<file path="config.mk">
export PLATFORM = sky130hd
export DESIGN_NAME = flashStatusReg
export DESIGN_NICKNAME = d
export VERILOG_FILES = /design/src/rtl/flashStsPkg.sv /design/src/rtl/flashStsCtl.sv /design/src/rtl/flashStsData.sv /design/src/rtl/flashStatusReg.sv
export SDC_FILE = /design/constraint.sdc
export NUM_CORES = 1
export LEC_CHECK = 0
export BUFFER_PORTS_ARGS = -buffer_cell sky130_fd_sc_hd__buf_2
export CAP_MARGIN = 20
export CORE_AREA = 2 2 39 41
export CTS_CLUSTER_DIAMETER = 60
export DETAILED_ROUTE_END_ITERATION = 10
export DIE_AREA = 0 0 41 43
export GPL_ROUTABILITY_DRIVEN = 0
export HOLD_SLACK_MARGIN = 0.03
export PLACE_DENSITY = 0.79
export SLEW_MARGIN = 0
export SYNTH_ARGS = -nofsm -noshare
export SYNTH_HDL_FRONTEND = slang
export SYNTH_SLANG_ARGS = --single-unit
</file>
<file path="constraint.sdc">
create_clock -name clk -period 2.5 [get_ports clk]
set_input_delay 0.5 -clock clk [delete_from_list [all_inputs] [get_ports clk]]
set_output_delay 0.5 -clock clk [all_outputs]
set_load 0.1 [all_outputs]
</file>
<file path="src/rtl/flashStsPkg.sv">
package flashStsPkg;
  localparam int StsWidth = 16;
  localparam int ReadyBit = 7;
  localparam int EraseSuspBit = 6;
  localparam int ProgSuspBit = 2;
  localparam int LockBit = 1;
  localparam int VoltBit = 3;
  localparam int ProgBit = 4;
  localparam int EraseBit = 5;
  localparam int RegionLoBit = 8;
  localparam int RegionHiBit = 9;

  localparam logic [StsWidth-1:0] ClearableMask = 16'h033A;
  localparam logic [StsWidth-1:0] SuspMask = 16'h0044;
  localparam logic [StsWidth-1:0] ResetValue = 16'h0080;

  typedef struct packed {
    logic [StsWidth-1:0] errSet;
    logic [StsWidth-1:0] errClr;
    logic readySet;
    logic readyClr;
    logic eraseSuspSet;
    logic progSuspSet;
    logic suspClr;
  } stsCtlT;
endpackage

</file>
<file path="src/rtl/flashStsCtl.sv">
module flashStsCtl
  import flashStsPkg::*;
(
  input  logic                hostWrEn,
  input  logic [StsWidth-1:0] hostWrData,
  input  logic                evStart,
  input  logic                evDone,
  input  logic                evSuspend,
  input  logic                evSuspErase,
  input  logic                evResume,
  input  logic                evLockErr,
  input  logic                evVoltErr,
  input  logic                evProgErr,
  input  logic                evEraseErr,
  input  logic                evSeqErr,
  input  logic                evRegionErr,
  input  logic [1:0]          evRegionCode,
  output stsCtlT              ctl
);
  logic regionHit;

  always_comb begin
    regionHit = evRegionErr && (evRegionCode != 2'b00);
    ctl = '0;
    ctl.errSet[LockBit]     = evLockErr;
    ctl.errSet[VoltBit]     = evVoltErr;
    ctl.errSet[ProgBit]     = evProgErr | evSeqErr | regionHit;
    ctl.errSet[EraseBit]    = evEraseErr | evSeqErr;
    ctl.errSet[RegionLoBit] = evRegionErr & evRegionCode[0];
    ctl.errSet[RegionHiBit] = evRegionErr & evRegionCode[1];
    ctl.errClr       = hostWrEn ? (hostWrData & ClearableMask) : '0;
    ctl.readySet     = evDone | evSuspend;
    ctl.readyClr     = evStart | evResume;
    ctl.eraseSuspSet = evSuspend & evSuspErase;
    ctl.progSuspSet  = evSuspend & ~evSuspErase;
    ctl.suspClr      = evResume;
  end
endmodule

</file>
<file path="src/rtl/flashStsData.sv">
module flashStsData
  import flashStsPkg::*;
(
  input  logic                clk,
  input  logic                rstN,
  input  stsCtlT              ctl,
  output logic [StsWidth-1:0] stsRaw,
  output logic [StsWidth-1:0] rdData
);
  logic [StsWidth-1:0] stsQ;
  logic [StsWidth-1:0] errNext;
  logic [StsWidth-1:0] stateNext;
  logic readyNext;
  logic eraseSuspNext;
  logic progSuspNext;

  always_comb begin
    // set beats clear: the set term is ORed after the clear is applied
    errNext = ((stsQ & ~ctl.errClr) | ctl.errSet) & ClearableMask;

    if (ctl.readySet)      readyNext = 1'b1;
    else if (ctl.readyClr) readyNext = 1'b0;
    else                   readyNext = stsQ[ReadyBit];

    if (ctl.eraseSuspSet)  eraseSuspNext = 1'b1;
    else if (ctl.suspClr)  eraseSuspNext = 1'b0;
    else                   eraseSuspNext = stsQ[EraseSuspBit];

    if (ctl.progSuspSet)   progSuspNext = 1'b1;
    else if (ctl.suspClr)  progSuspNext = 1'b0;
    else                   progSuspNext = stsQ[ProgSuspBit];

    stateNext = '0;
    stateNext[ReadyBit]     = readyNext;
    stateNext[EraseSuspBit] = eraseSuspNext;
    stateNext[ProgSuspBit]  = progSuspNext;
  end

  always_ff @(posedge clk or negedge rstN) begin
    if (!rstN) stsQ <= ResetValue;
    else       stsQ <= errNext | stateNext;
  end

  assign stsRaw = stsQ;

  always_comb begin
    if (stsQ[ReadyBit]) rdData = stsQ & (ClearableMask | SuspMask | ResetValue);
    else                rdData = stsQ & SuspMask;
  end
endmodule

</file>
<file path="src/rtl/flashStatusReg.sv">
module flashStatusReg
  import flashStsPkg::*;
(
  input  logic                clk,
  input  logic                rstN,
  input  logic                hostWrEn,
  input  logic [StsWidth-1:0] hostWrData,
  output logic [StsWidth-1:0] hostRdData,
  input  logic                evStart,
  input  logic                evDone,
  input  logic                evSuspend,
  input  logic                evSuspErase,
  input  logic                evResume,
  input  logic                evLockErr,
  input  logic                evVoltErr,
  input  logic                evProgErr,
  input  logic                evEraseErr,
  input  logic                evSeqErr,
  input  logic                evRegionErr,
  input  logic [1:0]          evRegionCode
);
  stsCtlT ctl;
  logic [StsWidth-1:0] stsRaw;

  flashStsCtl uCtl (
    .hostWrEn(hostWrEn), .hostWrData(hostWrData),
    .evStart(evStart), .evDone(evDone), .evSuspend(evSuspend),
    .evSuspErase(evSuspErase), .evResume(evResume),
    .evLockErr(evLockErr), .evVoltErr(evVoltErr), .evProgErr(evProgErr),
    .evEraseErr(evEraseErr), .evSeqErr(evSeqErr),
    .evRegionErr(evRegionErr), .evRegionCode(evRegionCode),
    .ctl(ctl)
  );

  flashStsData uData (
    .clk(clk), .rstN(rstN), .ctl(ctl),
    .stsRaw(stsRaw), .rdData(hostRdData)
  );
endmodule

</file>
==> impl_metrics.ini <==
[clock_network]
cts_resized = 0
clk_root_buffer_cell = clkbuf_4
cts_hold_buf = 0
cts_tree = built
clk_path_buf_depth = 2
h-tree-depth = 1
clk_latency_ns = 0.25
postCtsSetupBuffers = 0
path_clk_slew_ns = 0.06
cts.sinks = 9
cts_made_buffers = 3

[routing]
initialDrtViolationCount = 7
dr.pass1.iters = 4
via_per_inst = 4.24
routed_wl_um = 945
detail_route.drc_violations = 0
ant_nets = 0
wl_per_cell_um = 10.2
vias = 394

[place]
place.port_buffers = 30
dp_hpwl_um = 770
numPlacedInstances = 89

[job]
maxCapViolCount = 0

[sta]
rsz0062_at_grt = false
finalSetupViolations = 0
slew_viol_final = 0
totalNegativeSetupSlack_ns = 0
post-route-min-period_ns = 1.91
hold_viol_final = 0
clock_skew_ns = 0
finalCritPeriodShare_pct = 76.2
fmax_mhz = 525

[final_layout]
final_nets = 110
diodes = 0
largest_register_ffs = 9
syn_to_final_growth_pct = 31.0
drive_above_1_share_pct = 44.2
layout.cells.non_filler = 93

[synthesis]
synth_area_um2 = 464
seq_area_frac_synth_pct = 48.8
async_reset_ff_share_pct = 100
syn_avg_cell_area_um2 = 9.88
yosysTopAreaCell = dfrtp_1
synth.most_common_cell = buf_4
yosys_warnings = 0
ys_top_cells_by_area = dfrtp_1, buf_4, and2_1
ys_ff_latch = 9
synth_common_cells = buf_4, dfrtp_1, and2_1, nand2_1, inv_1
synth_cell_types = 15
synth_edf_count = 0
synth_top_area_share_pct = 43.1
synthCells = 47
synthFlopType = dfrtp_1

[critical_path]
arrival_ns = 1.41
critPathMaxFanout = 8
path_cells = and2_1 -> buf_2
cp_data_required_time_ns = 2.00
slowest_delay_ns = 0.58
critPathTopFamily = flip-flops
crit_slowest_cell = dfstp_2
worst_setup_path_end_kind = primary output
critPathLaunchType = flip-flop
crit_type = reg2out
cp_num_buf_inv = 1

[floorplanning]
die_h_um = 43
rows = 14
fp.coreArea_um2 = 1380
die_area_um2 = 1760
start_util_pct = 33.5
die_w_um = 41
io_pins = 48

[power]
leakagePower_nw = 0.322
sw_frac_of_total_pct = 46.9
peakVddDrop_uv = 311
power.switching_uw = 222
internal_power_uw = 252
p_clk_share_pct = 23.2
total_power_uw = 474
pwr_density_cell_nw_per_um2 = 780
combPwrFrac_pct = 42.3
pwr-share-seq_pct = 34.5

[run_status]
status = complete, no violations

[global_route]
grt_pass1_wl_mm = 1.57
track_usage_pct = 14.1
antenna_found_initial = 0
grt_max_degree = 10
globalRouteOverflowTotal = 0
grt_pass1_vias = 373

[hold_path]
hold_class = in2async
layer usage:
layer	GRT usage (%)	wire length (µm)	up-vias
met4	10.0	0	0
met3	4.71	84	0
met2	20.0	478	21
li1	-	-	197
met1	16.9	382	176
met5	0	0	-
cells by family (layout without fill, tap and decap cells):
| logic type | count (synthesis) | in the layout | share of synthesized area [%] |
|---|---|---|---|
| other | 1 | 7 | 0.808 |
| and+or+nand+nor | 14 | 14 | 15.9 |
| AOI/OAI and AO/OA | 10 | 10 | 15.9 |
| DFF | 9 | 9 | 48.8 |
| buffers and inverters | 13 | 37 | 18.6 |
power groups by stage:
stage / logic [mW] / clock network, mW / registers [mW]
finish: 0.201 / 0.110 / 0.163
global route: 0.209 / 0.127 / 0.165
CTS: 0.202 / 0.116 / 0.163
detailed placement: 0.201 / 0 / 0.166
global placement: 0.200 / 0 / 0.165
floorplan: 0.179 / 0 / 0.164
layout by cell type (no fill, tap or decap), drive strengths merged:
cell type and instances:
a211o 2, a21boi 1, a21o 2, a22o 2, and2 6, buf 30
clkbuf 4, conb 7, dfrtp 8, dfstp 1, inv 3, nand2 6
nor2 1, o21ai 2, o22ai 1, or4b 1
layout make-up:
class / count / area [µm²]
multi-input cells: 31 / 174
fillers: 145 / 776
flip-flops and latches: 9 / 226
repair buffers: 30 / 150
inverters: 3 / 11.3
clock buffers: 4 / 26.3
well taps: 16 / 20.0
final timing paths:
| check | startpoint | depth (start not counted) | endpoint | slack, ns |
|---|---|---|---|---|
| hold / removal | rstN | 1 | uData.stsRaw[2] | 0.08 |
| min in group clk | evVoltErr | 2 | uData.stsRaw[3] | 0.42 |
| max in group asynchronous | rstN | 1 | uData.stsRaw[7] | 2.17 |
| setup / recovery | uData.stsRaw[7] | 2 | hostRdData[8] | 0.59 |
| hold reg to reg | uData.stsRaw[1] | 1 | uData.stsRaw[1] | 0.48 |
| setup reg to reg | uData.stsRaw[4] | 2 | uData.stsRaw[4] | 1.43 |
worst reg2reg max path, stage by stage (launching register included):
cell,delay (ns)
dfrtp_1,0.37
a21boi_1,0.12
or4b_1,0.45
stage by stage:
| step | instance area [µm²] | setup slack, ns | hold slack [ns] | util [%] |
|---|---|---|---|---|
| global route | 608 | 0.513 | 0.0799 | 43.9 |
| CTS | 608 | 0.582 | 0.0770 | 43.9 |
| global placement | 582 | 0.868 | 0.357 | 42.0 |
| floorplan | 487 | 0.699 | 0.204 | - |
| finish | 608 | 0.595 | 0.0824 | 43.9 |
| detailed placement | 582 | 0.877 | 0.361 | 42.0 |
Power figures use the tool's default switching activity.
